===== src/rtl/mv_pkg.sv =====
package mv_pkg;
  localparam int CNT_W = 4;

  typedef struct packed {
    logic             en;
    logic             first;
    logic             last;
    logic [CNT_W-1:0] cnt;
  } voteCtl_t;
endpackage


===== src/rtl/mv_ctrl.sv =====
module mv_ctrl
  import mv_pkg::*;
#(
  parameter int BEATS      = 4,
  parameter int CNT_WORD_W = 64,
  parameter int ADDR_W     = 10
) (
  input  logic                  clk,
  input  logic                  rst_n,
  input  logic                  inValid,
  input  logic [CNT_WORD_W-1:0] cntRdData,
  output logic [ADDR_W-1:0]     cntRdAddr,
  output voteCtl_t              ctl
);
  localparam int FIELDS  = CNT_WORD_W / CNT_W;
  localparam int BEAT_W  = (BEATS > 1) ? $clog2(BEATS) : 1;
  localparam int FIELD_W = (FIELDS > 1) ? $clog2(FIELDS) : 1;

  logic [BEAT_W-1:0]     beatIdx;
  logic [FIELD_W-1:0]    fieldIdx;
  logic [CNT_WORD_W-1:0] cntShift;
  logic [CNT_W-1:0]      curCnt;
  logic                  isFirst, isLast, wordStart;

  assign isFirst   = (beatIdx == '0);
  assign isLast    = (beatIdx == BEAT_W'(BEATS - 1));
  assign wordStart = (fieldIdx == '0);

  always_ff @(posedge clk) begin
    if (!rst_n) begin
      beatIdx   <= '0;
      fieldIdx  <= '0;
      cntShift  <= '0;
      curCnt    <= '0;
      cntRdAddr <= '0;
    end else if (inValid) begin
      beatIdx <= isLast ? '0 : beatIdx + 1'b1;
      if (isFirst) begin
        if (wordStart) begin
          curCnt    <= cntRdData[CNT_W-1:0];
          cntShift  <= cntRdData >> CNT_W;
          cntRdAddr <= cntRdAddr + 1'b1;
        end else begin
          curCnt   <= cntShift[CNT_W-1:0];
          cntShift <= cntShift >> CNT_W;
        end
      end
      if (isLast) begin
        fieldIdx <= (fieldIdx == FIELD_W'(FIELDS - 1)) ? '0 : fieldIdx + 1'b1;
      end
    end
  end

  assign ctl.en    = inValid;
  assign ctl.first = isFirst;
  assign ctl.last  = isLast;
  assign ctl.cnt   = curCnt;

  // Address only ever moves forward by one word.
  p_addr_step_r6: assert property (@(posedge clk) disable iff (!rst_n)
    !$stable(cntRdAddr) |-> cntRdAddr == ADDR_W'($past(cntRdAddr) + 1'b1));

  // First round of a word takes its count straight from the memory port.
  p_cnt_from_port_r6: assert property (@(posedge clk) disable iff (!rst_n)
    (inValid && isFirst && wordStart) |=> curCnt == $past(cntRdData[CNT_W-1:0]));
endmodule


===== src/rtl/mv_bitcell.sv =====
module mv_bitcell
  import mv_pkg::*;
#(
  parameter int LANES = 4,
  parameter int BEATS = 4
) (
  input  logic             clk,
  input  logic             rst_n,
  input  logic [LANES-1:0] laneBits,
  input  voteCtl_t         ctl,
  output logic             cons,
  output logic             erase
);
  localparam int ONES_W = $clog2(LANES + 1);
  localparam int ACC_W  = $clog2(LANES * BEATS + 1);
  localparam int DBL_W  = (ACC_W + 1 > CNT_W) ? ACC_W + 1 : CNT_W;

  logic [ONES_W-1:0] beatOnes;
  logic [ACC_W-1:0]  acc, total;
  logic [DBL_W-1:0]  dbl, cntExt;

  always_comb begin
    beatOnes = '0;
    for (int k = 0; k < LANES; k++) beatOnes = beatOnes + ONES_W'(laneBits[k]);
  end

  assign total  = (ctl.first ? '0 : acc) + ACC_W'(beatOnes);
  assign dbl    = DBL_W'({total, 1'b0});
  assign cntExt = DBL_W'(ctl.cnt);
  assign cons   = dbl > cntExt;
  assign erase  = (ctl.cnt == '0) || (dbl == cntExt);

  always_ff @(posedge clk) begin
    if (!rst_n)      acc <= '0;
    else if (ctl.en) acc <= total;
  end
endmodule


===== src/rtl/mv_datapath.sv =====
module mv_datapath
  import mv_pkg::*;
#(
  parameter int LANES  = 4,
  parameter int LANE_W = 128,
  parameter int PAY_W  = 120,
  parameter int BEATS  = 4
) (
  input  logic                    clk,
  input  logic                    rst_n,
  input  logic [LANES*LANE_W-1:0] inData,
  input  voteCtl_t                ctl,
  output logic                    outValid,
  output logic [PAY_W-1:0]        outCons,
  output logic [PAY_W-1:0]        outErase
);
  logic [PAY_W-1:0] bitCons, bitErase;

  for (genvar i = 0; i < PAY_W; i++) begin : g_cell
    logic [LANES-1:0] column;
    for (genvar k = 0; k < LANES; k++) begin : g_lane
      assign column[k] = inData[k*LANE_W + i];
    end
    mv_bitcell #(.LANES(LANES), .BEATS(BEATS)) u_cell (
      .clk     (clk),
      .rst_n   (rst_n),
      .laneBits(column),
      .ctl     (ctl),
      .cons    (bitCons[i]),
      .erase   (bitErase[i])
    );
  end

  always_ff @(posedge clk) begin
    if (!rst_n) begin
      outValid <= 1'b0;
      outCons  <= '0;
      outErase <= '0;
    end else begin
      outValid <= ctl.en && ctl.last;
      if (ctl.en && ctl.last) begin
        outCons  <= bitCons;
        outErase <= bitErase;
      end
    end
  end

  p_zero_erase_r5: assert property (@(posedge clk) disable iff (!rst_n)
    (ctl.en && ctl.last && ctl.cnt == '0) |=> (&outErase));

  p_tie_low_r4: assert property (@(posedge clk) disable iff (!rst_n)
    (ctl.en && ctl.last && ctl.cnt != '0) |=> ((outCons & outErase) == '0));

  p_hold_r9: assert property (@(posedge clk) disable iff (!rst_n)
    !outValid |-> ($stable(outCons) && $stable(outErase)));
endmodule


===== src/rtl/consensus_voter.sv =====
module consensus_voter
  import mv_pkg::*;
#(
  parameter int LANES      = 4,
  parameter int LANE_W     = 128,
  parameter int PAY_W      = 120,
  parameter int BEATS      = 4,
  parameter int CNT_WORD_W = 64,
  parameter int ADDR_W     = 10
) (
  input  logic                    clk,
  input  logic                    rst_n,
  input  logic                    inValid,
  input  logic [LANES*LANE_W-1:0] inData,
  input  logic [CNT_WORD_W-1:0]   cntRdData,
  output logic [ADDR_W-1:0]       cntRdAddr,
  output logic                    outValid,
  output logic [PAY_W-1:0]        outCons,
  output logic [PAY_W-1:0]        outErase
);
  voteCtl_t ctl;

  mv_ctrl #(.BEATS(BEATS), .CNT_WORD_W(CNT_WORD_W), .ADDR_W(ADDR_W)) u_ctrl (
    .clk      (clk),
    .rst_n    (rst_n),
    .inValid  (inValid),
    .cntRdData(cntRdData),
    .cntRdAddr(cntRdAddr),
    .ctl      (ctl)
  );

  mv_datapath #(.LANES(LANES), .LANE_W(LANE_W), .PAY_W(PAY_W), .BEATS(BEATS)) u_dp (
    .clk     (clk),
    .rst_n   (rst_n),
    .inData  (inData),
    .ctl     (ctl),
    .outValid(outValid),
    .outCons (outCons),
    .outErase(outErase)
  );

  p_valid_pulse_r2: assert property (@(posedge clk) disable iff (!rst_n)
    outValid |=> !outValid);

  p_out_after_beat_r2: assert property (@(posedge clk) disable iff (!rst_n)
    outValid |-> $past(inValid));
endmodule


===== config.mk =====
export PLATFORM = sky130hd
export DESIGN_NAME = consensus_voter
export DESIGN_NICKNAME = d
export VERILOG_FILES = /design/src/rtl/mv_pkg.sv /design/src/rtl/mv_ctrl.sv /design/src/rtl/mv_bitcell.sv /design/src/rtl/mv_datapath.sv /design/src/rtl/consensus_voter.sv
export SDC_FILE = /design/constraint.sdc
export NUM_CORES = 2
export LEC_CHECK = 0
export BUFFER_PORTS_ARGS = -buffer_cell sky130_fd_sc_hd__clkbuf_2
export CORE_ASPECT_RATIO = 1.75
export CORE_MARGIN = 2
export CORE_UTILIZATION = 43
export CTS_BUF_LIST = sky130_fd_sc_hd__clkbuf_4
export CTS_CLUSTER_DIAMETER = 50
export DETAILED_ROUTE_END_ITERATION = 12
export PLACE_DENSITY = 0.63
export SLEW_MARGIN = 20
export SYNTH_ARGS = -nofsm -noshare
export SYNTH_HDL_FRONTEND = slang
export SYNTH_SLANG_ARGS = --single-unit
export TNS_END_PERCENT = 30

===== constraint.sdc =====
create_clock -name clk -period 4.5 [get_ports clk]
set_clock_uncertainty 0.2 [all_clocks]
set_input_delay 1.35 -clock clk [delete_from_list [all_inputs] [get_ports clk]]
set_output_delay 1.35 -clock clk [all_outputs]
set_load 0.02 [all_outputs]

# After elaboration in Yosys (flattened, before gate mapping)
# Cells that the tools add are included.
[totals] ff_bits=925 wordCells=1104
[classes] add_sub_neg=483 n_eq_ne=122 n_mux=124 reduce_logical=127 order_cmp=120
[op_table] op="6-bit by 4-bit == test with 1-bit output" count=120
[op_table] op="6-bit by 4-bit > comparator with 1-bit output" count=120
[op_table] op="5-bit by 3-bit adder with 5-bit output" count=120
[op_table] op="5-bit two-way mux" count=120
[op_table] op="2-bit by 1-bit adder with 3-bit output" count=120
[op_table] op="3-bit by 1-bit adder with 3-bit output" count=120
[op_table] op="1-bit by 1-bit adder with 2-bit output" count=120
[op_table] op="1-bit logical OR" count=120
[op_table] op="60-bit two-way mux" count=1
[op_table] op="10-bit by 1-bit adder with 10-bit output, second input constant" count=1
[op_table] op="4-bit zero test" count=2
[op_table] op="4-bit two-way mux" count=2
[op_table] op="4-bit by 1-bit adder with 4-bit output, second input constant" count=1
[op_table] op="4-bit == test, second input constant" count=1
[op_table] op="2-bit AND reduction" count=2
[op_table] op="3-bit AND reduction" count=1
[op_table] op="2-bit by 1-bit adder with 2-bit output, second input constant" count=1
[op_table] op="2-bit == test, second input constant" count=1
[op_table] op="2-bit zero test" count=1
[op_table] op="2-bit two-way mux" count=1
[op_table] op="1-bit logical AND" count=1

# Depth between registers and ports, before layout
[depth] depth_word=6 ltp_mapped=17

# Cells and area by module
# From an unflattened synthesis, not the netlist that was laid out.
[unflattened] hier_cells=8028 hier_area_um2=69405.3
[by_module_without_submodules] mod="mv_bitcell" n_inst=120 seq_area_each_um2=100.1 cells_per_inst=54 area_per_inst_um2=466.7
[by_module_without_submodules] mod="mv_datapath" n_inst=1 seq_area_each_um2=4824.6 cells_per_inst=1098 area_per_inst_um2=9915.8
[by_module_without_submodules] mod="mv_ctrl" n_inst=1 seq_area_each_um2=1601.5 cells_per_inst=450 area_per_inst_um2=3485.8

# Least setup slack after synthesis
# OpenSTA, ideal clock, no wires.
[synth_timing] path_kind="input -> register" from="in inData[64]" to="reg u_dp.outCons[64]" t_arrival_ns=3.751 stages=9 setup_slack_ns=0.427 setup_time_ns=0.122 t_required_ns=4.178 cell_sequence="fa_1 > inv_1 > fa_1 > fa_1 > xnor2_1 > ha_1 > nand4b_1 > nor3b_1 > a221o_1"
[synth_between] elab_chain_len=5
[synth_rtl] element="start: declaration" line="consensus_voter.sv:14" text="input logic [LANES*LANE_W-1:0] inData,"
[synth_rtl] element="1-bit by 1-bit adder with 2-bit output" line="mv_bitcell.sv:24" text="for (int k = 0; k < LANES; k++) beatOnes = beatOnes + ONES_W'(laneBits[k]);"
[synth_rtl] element="2-bit by 1-bit adder with 3-bit output" line="mv_bitcell.sv:24"
[synth_rtl] element="3-bit by 1-bit adder with 3-bit output" line="mv_bitcell.sv:24"
[synth_rtl] element="5-bit by 3-bit adder with 5-bit output" line="mv_bitcell.sv:27" text="assign total = (ctl.first ? '0 : acc) + ACC_W'(beatOnes);"
[synth_rtl] element="named net u_dp.g_cell[64].u_cell.total[2]" line="mv_bitcell.sv:19" text="logic [ACC_W-1:0] acc, total;"
[synth_rtl] element="6-bit by 4-bit > comparator with 1-bit output" line="mv_bitcell.sv:30" text="assign cons = dbl > cntExt;"
[synth_rtl] element="end signal: assignment" line="mv_datapath.sv:42" text="outCons <= bitCons;"
[synth_rtl] element="end: declaration" line="mv_datapath.sv:14" text="output logic [PAY_W-1:0] outCons,"
# The timed path passes the listed nets, and every way through them passes these cells.
# A chain may end at the register's enable or synchronous reset.

# Worst setup path in the final report
[layout_timing] from="reg u_ctrl.beatIdx[0]" to="reg u_dp.outCons[18]"
[layout_between] elab_chain_len=4 word_cells_on_any_way=6 classes_between="add/sub (1); order compare (1); eq/ne (1); mux (1); reduce/logical (2)"
[layout_rtl] element="start: declaration" line="mv_ctrl.sv:19" text="logic [BEAT_W-1:0] beatIdx;"
[layout_rtl] element="start signal: assignment" line="mv_ctrl.sv:37" text="beatIdx <= isLast ? '0 : beatIdx + 1'b1;"
[layout_rtl] element="2-bit zero test" line="mv_ctrl.sv:25" text="assign isFirst = (beatIdx == '0);"
[layout_rtl] element="5-bit two-way mux" line="mv_bitcell.sv:27"
[layout_rtl] element="5-bit by 3-bit adder with 5-bit output" line="mv_bitcell.sv:27"
[layout_rtl] element="named net u_dp.g_cell[18].u_cell.total[2]" line="mv_bitcell.sv:19"
[layout_rtl] element="6-bit by 4-bit > comparator with 1-bit output" line="mv_bitcell.sv:30"
# The timed path passes the listed nets, and every way through them passes these cells.

==> flow_summary.ini <==
[timing]
setup_viol = 0
finalHoldViolCount = 0
fin_crit_ns = 3.82
slew_headroom_pct = 24.2
fmax_ghz = 0.262
rsz0062_at_grt = no
period_share_pct = 84.9
fin_setup_tns_ns = 0
tightest_slew_ns = 1.14
slew_violations = 0

[floorplan]
ios = 830
num_rows = 186
design.die.area_mm2 = 0.150
start_util_pct = 43.2
die_y_um = 511
die_width_um = 294
core_mm2 = 0.146

[clock_tree]
htree_levels = 4
cts.sinks = 921
cts_setup_buffers = 0
clkTransAtPathRegs_ns = 0.07
ctsResizeCount = 0
cts_inserted_buffers = 232
cts_hold_buf = 37
cts_tree = done
clock_tree.root_cell = clkbuf_4
insertion_delay_ns = 1.25
ctsLongestPathBuffers = 3

[global_routing]
grt_pass1_vias = 56822
grt_overflow = 0
grt.total_usage_pct = 25.6
grt_start_max_net_pins = 192
antenna_found_initial = 7
grt_pass1_wl_um = 306000

[logic_synthesis]
synth-edff-count = 0
syn-cell-area_mm2 = 0.0632
avgSynthCellArea_um2 = 8.72
synth-async-reset-ratio_pct = 0
synth_ff_type = dfxtp_1
synth.distinct_cells = 58
syn_inst = 7250
synth_top_area_share_pct = 29.2
syn-num-nets = 8674
synth_warnings = 0
synthTopCellsByArea = dfxtp_1 (29%), fa_1 (11%), ha_1 (9.6%)
synth-seq-cells = 921
synth_top_area_cell = dfxtp_1
ys_seq_area_share_pct = 29.2

[finish]
stdcell_count = 10076
fillers = 13983
layout-drive-gt1-share_pct = 16.8
nNetsFinal = 9443
areaGrowthSynthToFinish_pct = 14.7

[pwr]
vdd_drop_max_mv = 0.224
p_leak_nw = 31.1
p_per_area_mw_per_mm2 = 321

[route]
drc_errors = 0
via_per_inst = 5.67
drt-pass1-iter-count = 6
wirelength_um = 197000
final_antenna_net_count = 0
vias = 57124
drt_iter0_drc = 3047
wl_per_cell_um = 19.6

[place]
globalplace.congestion = 0.848
portBuffers = 797
dp.cells = 9628
dp_hpwl_um = 132000

[worst_setup_path]
critPathArrivalTime_ns = 4.80
timing.critical_path.to = u_dp.outCons[18]
crit_required_ns = 5.47
worstPathCellList = inv_1, ha_4, inv_6, buf_4, nand2_1, fa_1, fa_1, xnor2_1, ha_1, and4b_1, o21ai_0, o221a_1
reg2reg_setup_slack_ns = 0.68
cpMostUsedCell = fa_1
cpPeakStageDelay_ns = 0.47
critical_path_class = register to register
r2r-start = u_ctrl.beatIdx[0]
start_kind = register
worst_setup_path_end_kind = register
crit_path_top_delay_cell = fa_1
startpoint = u_ctrl.beatIdx[0]
r2r_end = u_dp.outCons[18]
cp_max_fo = 25
reg2reg_depth = 12

[worst_hold_path]
hold_start = cntRdData[32]
hp-class = input port to register

[outcome]
status = finished, final reports clean

[run]
cap_viol_max_count = 0
-- power by group --
group	switching, mW	internal, mW
logic	4.06	3.04
registers	0.265	8.56
clock network	3.76	3.60
-- critical path: cells and delay by family (launching register included) --
family	cells	cell delay, ns
AOI/OAI and AO/OA	2	0.34
xor gates and xnor gates	1	0.31
adders and majority gates	4	1.44
buffers and inverters	3	0.79
DFF	1	0.37
and+or+nand+nor	2	0.34
-- cells in the final DEF, fill, tap and decap left out, types with 100 or more instances in the layout --
| master | synthesis | final |
|---|---|---|
| o21ai_0 | 460 | 460 |
| clkbuf_2 | 0 | 795 |
| ha_1 | 485 | 484 |
| nand2_1 | 455 | 454 |
| a311oi_1 | 103 | 103 |
| dfxtp_1 | 921 | 920 |
| fa_1 | 360 | 360 |
| xnor2_1 | 129 | 129 |
| o21a_1 | 121 | 121 |
| clkbuf_4 | 0 | 325 |
| nor2b_1 | 408 | 408 |
| and4b_1 | 105 | 105 |
| nor2_1 | 680 | 678 |
| mux2i_1 | 139 | 139 |
| nor4_1 | 101 | 100 |
| a211oi_1 | 213 | 213 |
| a21oi_1 | 417 | 417 |
| inv_1 | 701 | 698 |
-- kinds of logic after synthesis --
group | count (synthesis) | share of synthesized area, %
AOI/OAI and AO/OA | 1816 | 19.3
muxes | 179 | 2.91
buffers and inverters | 1108 | 6.84
DFF | 921 | 29.2
xor gates and xnor gates | 175 | 2.42
and+or+nand+nor | 2206 | 18.3
adders and majority gates | 845 | 21.0
-- sequential cells by signal, indices dropped and copies added, names as in the netlist --
register and count:
u_dp.outValid 1, u_ctrl.cntShift 60, u_ctrl.beatIdx 2, u_ctrl.fieldIdx 4
u_dp.outCons 120, u_ctrl.curCnt 4, u_dp.outErase 120, u_dp.g_cell.u_cell.acc 600
u_ctrl.cntRdAddr 10
-- metal layers --
| metal | up-vias | share of wire [%] | global-route usage (%) | wire (um) |
|---|---|---|---|---|
| met1 | 27633 | 40 | 30.2 | 79700 |
| met5 | - | 0.010 | 0 | 20 |
| li1 | 27189 | - | - | - |
| met3 | 418 | 6.5 | 4.56 | 12800 |
| met2 | 1880 | 49 | 45.3 | 97000 |
| met4 | 4 | 3.8 | 11.1 | 7450 |
-- final cells by class --
cell class / count / area, um2 / share of cell area (%)
multi-input combinational: 5221 / 40500 / 55.9
sequential: 921 / 18400 / 25.4
timing repair buffer: 939 / 5570 / 7.68
inverter: 704 / 2670 / 3.69
clock buffer: 325 / 2440 / 3.37
tap: 1880 / 2350 / 3.25
clock inverter: 77 / 457 / 0.630
antenna: 9 / 22.5 / 0.0311
-- per-stage QoR --
stage	hold WS (ns)	utilization [%]	worst slack (ns)	total power, mW	instance area, um2
6_report	0.181	49.5	0.678	23.3	72500
3_5_place_dp	0.246	47.3	0.0480	16.0	69200
3_3_place_gp	0.240	47.3	0.0754	15.8	69200
2_1_floorplan	0.232	-	0.427	13.9	63200
4_1_cts	0.000382	49.5	0.596	23.5	72500
5_1_grt	0.0636	49.5	0.427	24.9	72500
-- cells in the mapped netlist, drive strengths merged, types with 11 or more instances --
master and number:
o221ai 49, nand3 38, nand2 456, nand4 35, a221oi 43, o311ai 28, a221o 43, or3 31
o21ai 460, a32o 71, a211oi 213, xnor2 129, a21oi 417, ha 485, nor4 101, xor2 46
a21o 99, mux2i 139, and4b 105, nand3b 28, buf 135, or2 28, nor3 89, o221a 46
a311oi 103, inv 703, nand2b 11, fa 360, and2 14, clkbuf 269, a31oi 32, o21bai 28
o211a 16, nor3b 53, mux2 40, dfxtp 921, or4 44, nor2b 408, nor2 684, nand4b 79
o21a 121, a22oi 39
-- how the worst min path moves through the flow --
| stage | to | slack (ns) | cells past startpoint |
|---|---|---|---|
| finish | u_ctrl.cntShift[28] | 0.18 | 3 |
| floorplan | u_ctrl.cntShift[56] | 0.23 | 2 |
| global placement | u_ctrl.cntShift[59] | 0.24 | 2 |
| global route | u_ctrl.cntShift[28] | 0.06 | 3 |
| detailed placement | u_ctrl.cntShift[58] | 0.25 | 2 |
| CTS | u_ctrl.cntShift[58] | 0.0004 | 3 |
Power figures use the tool's default switching activity.
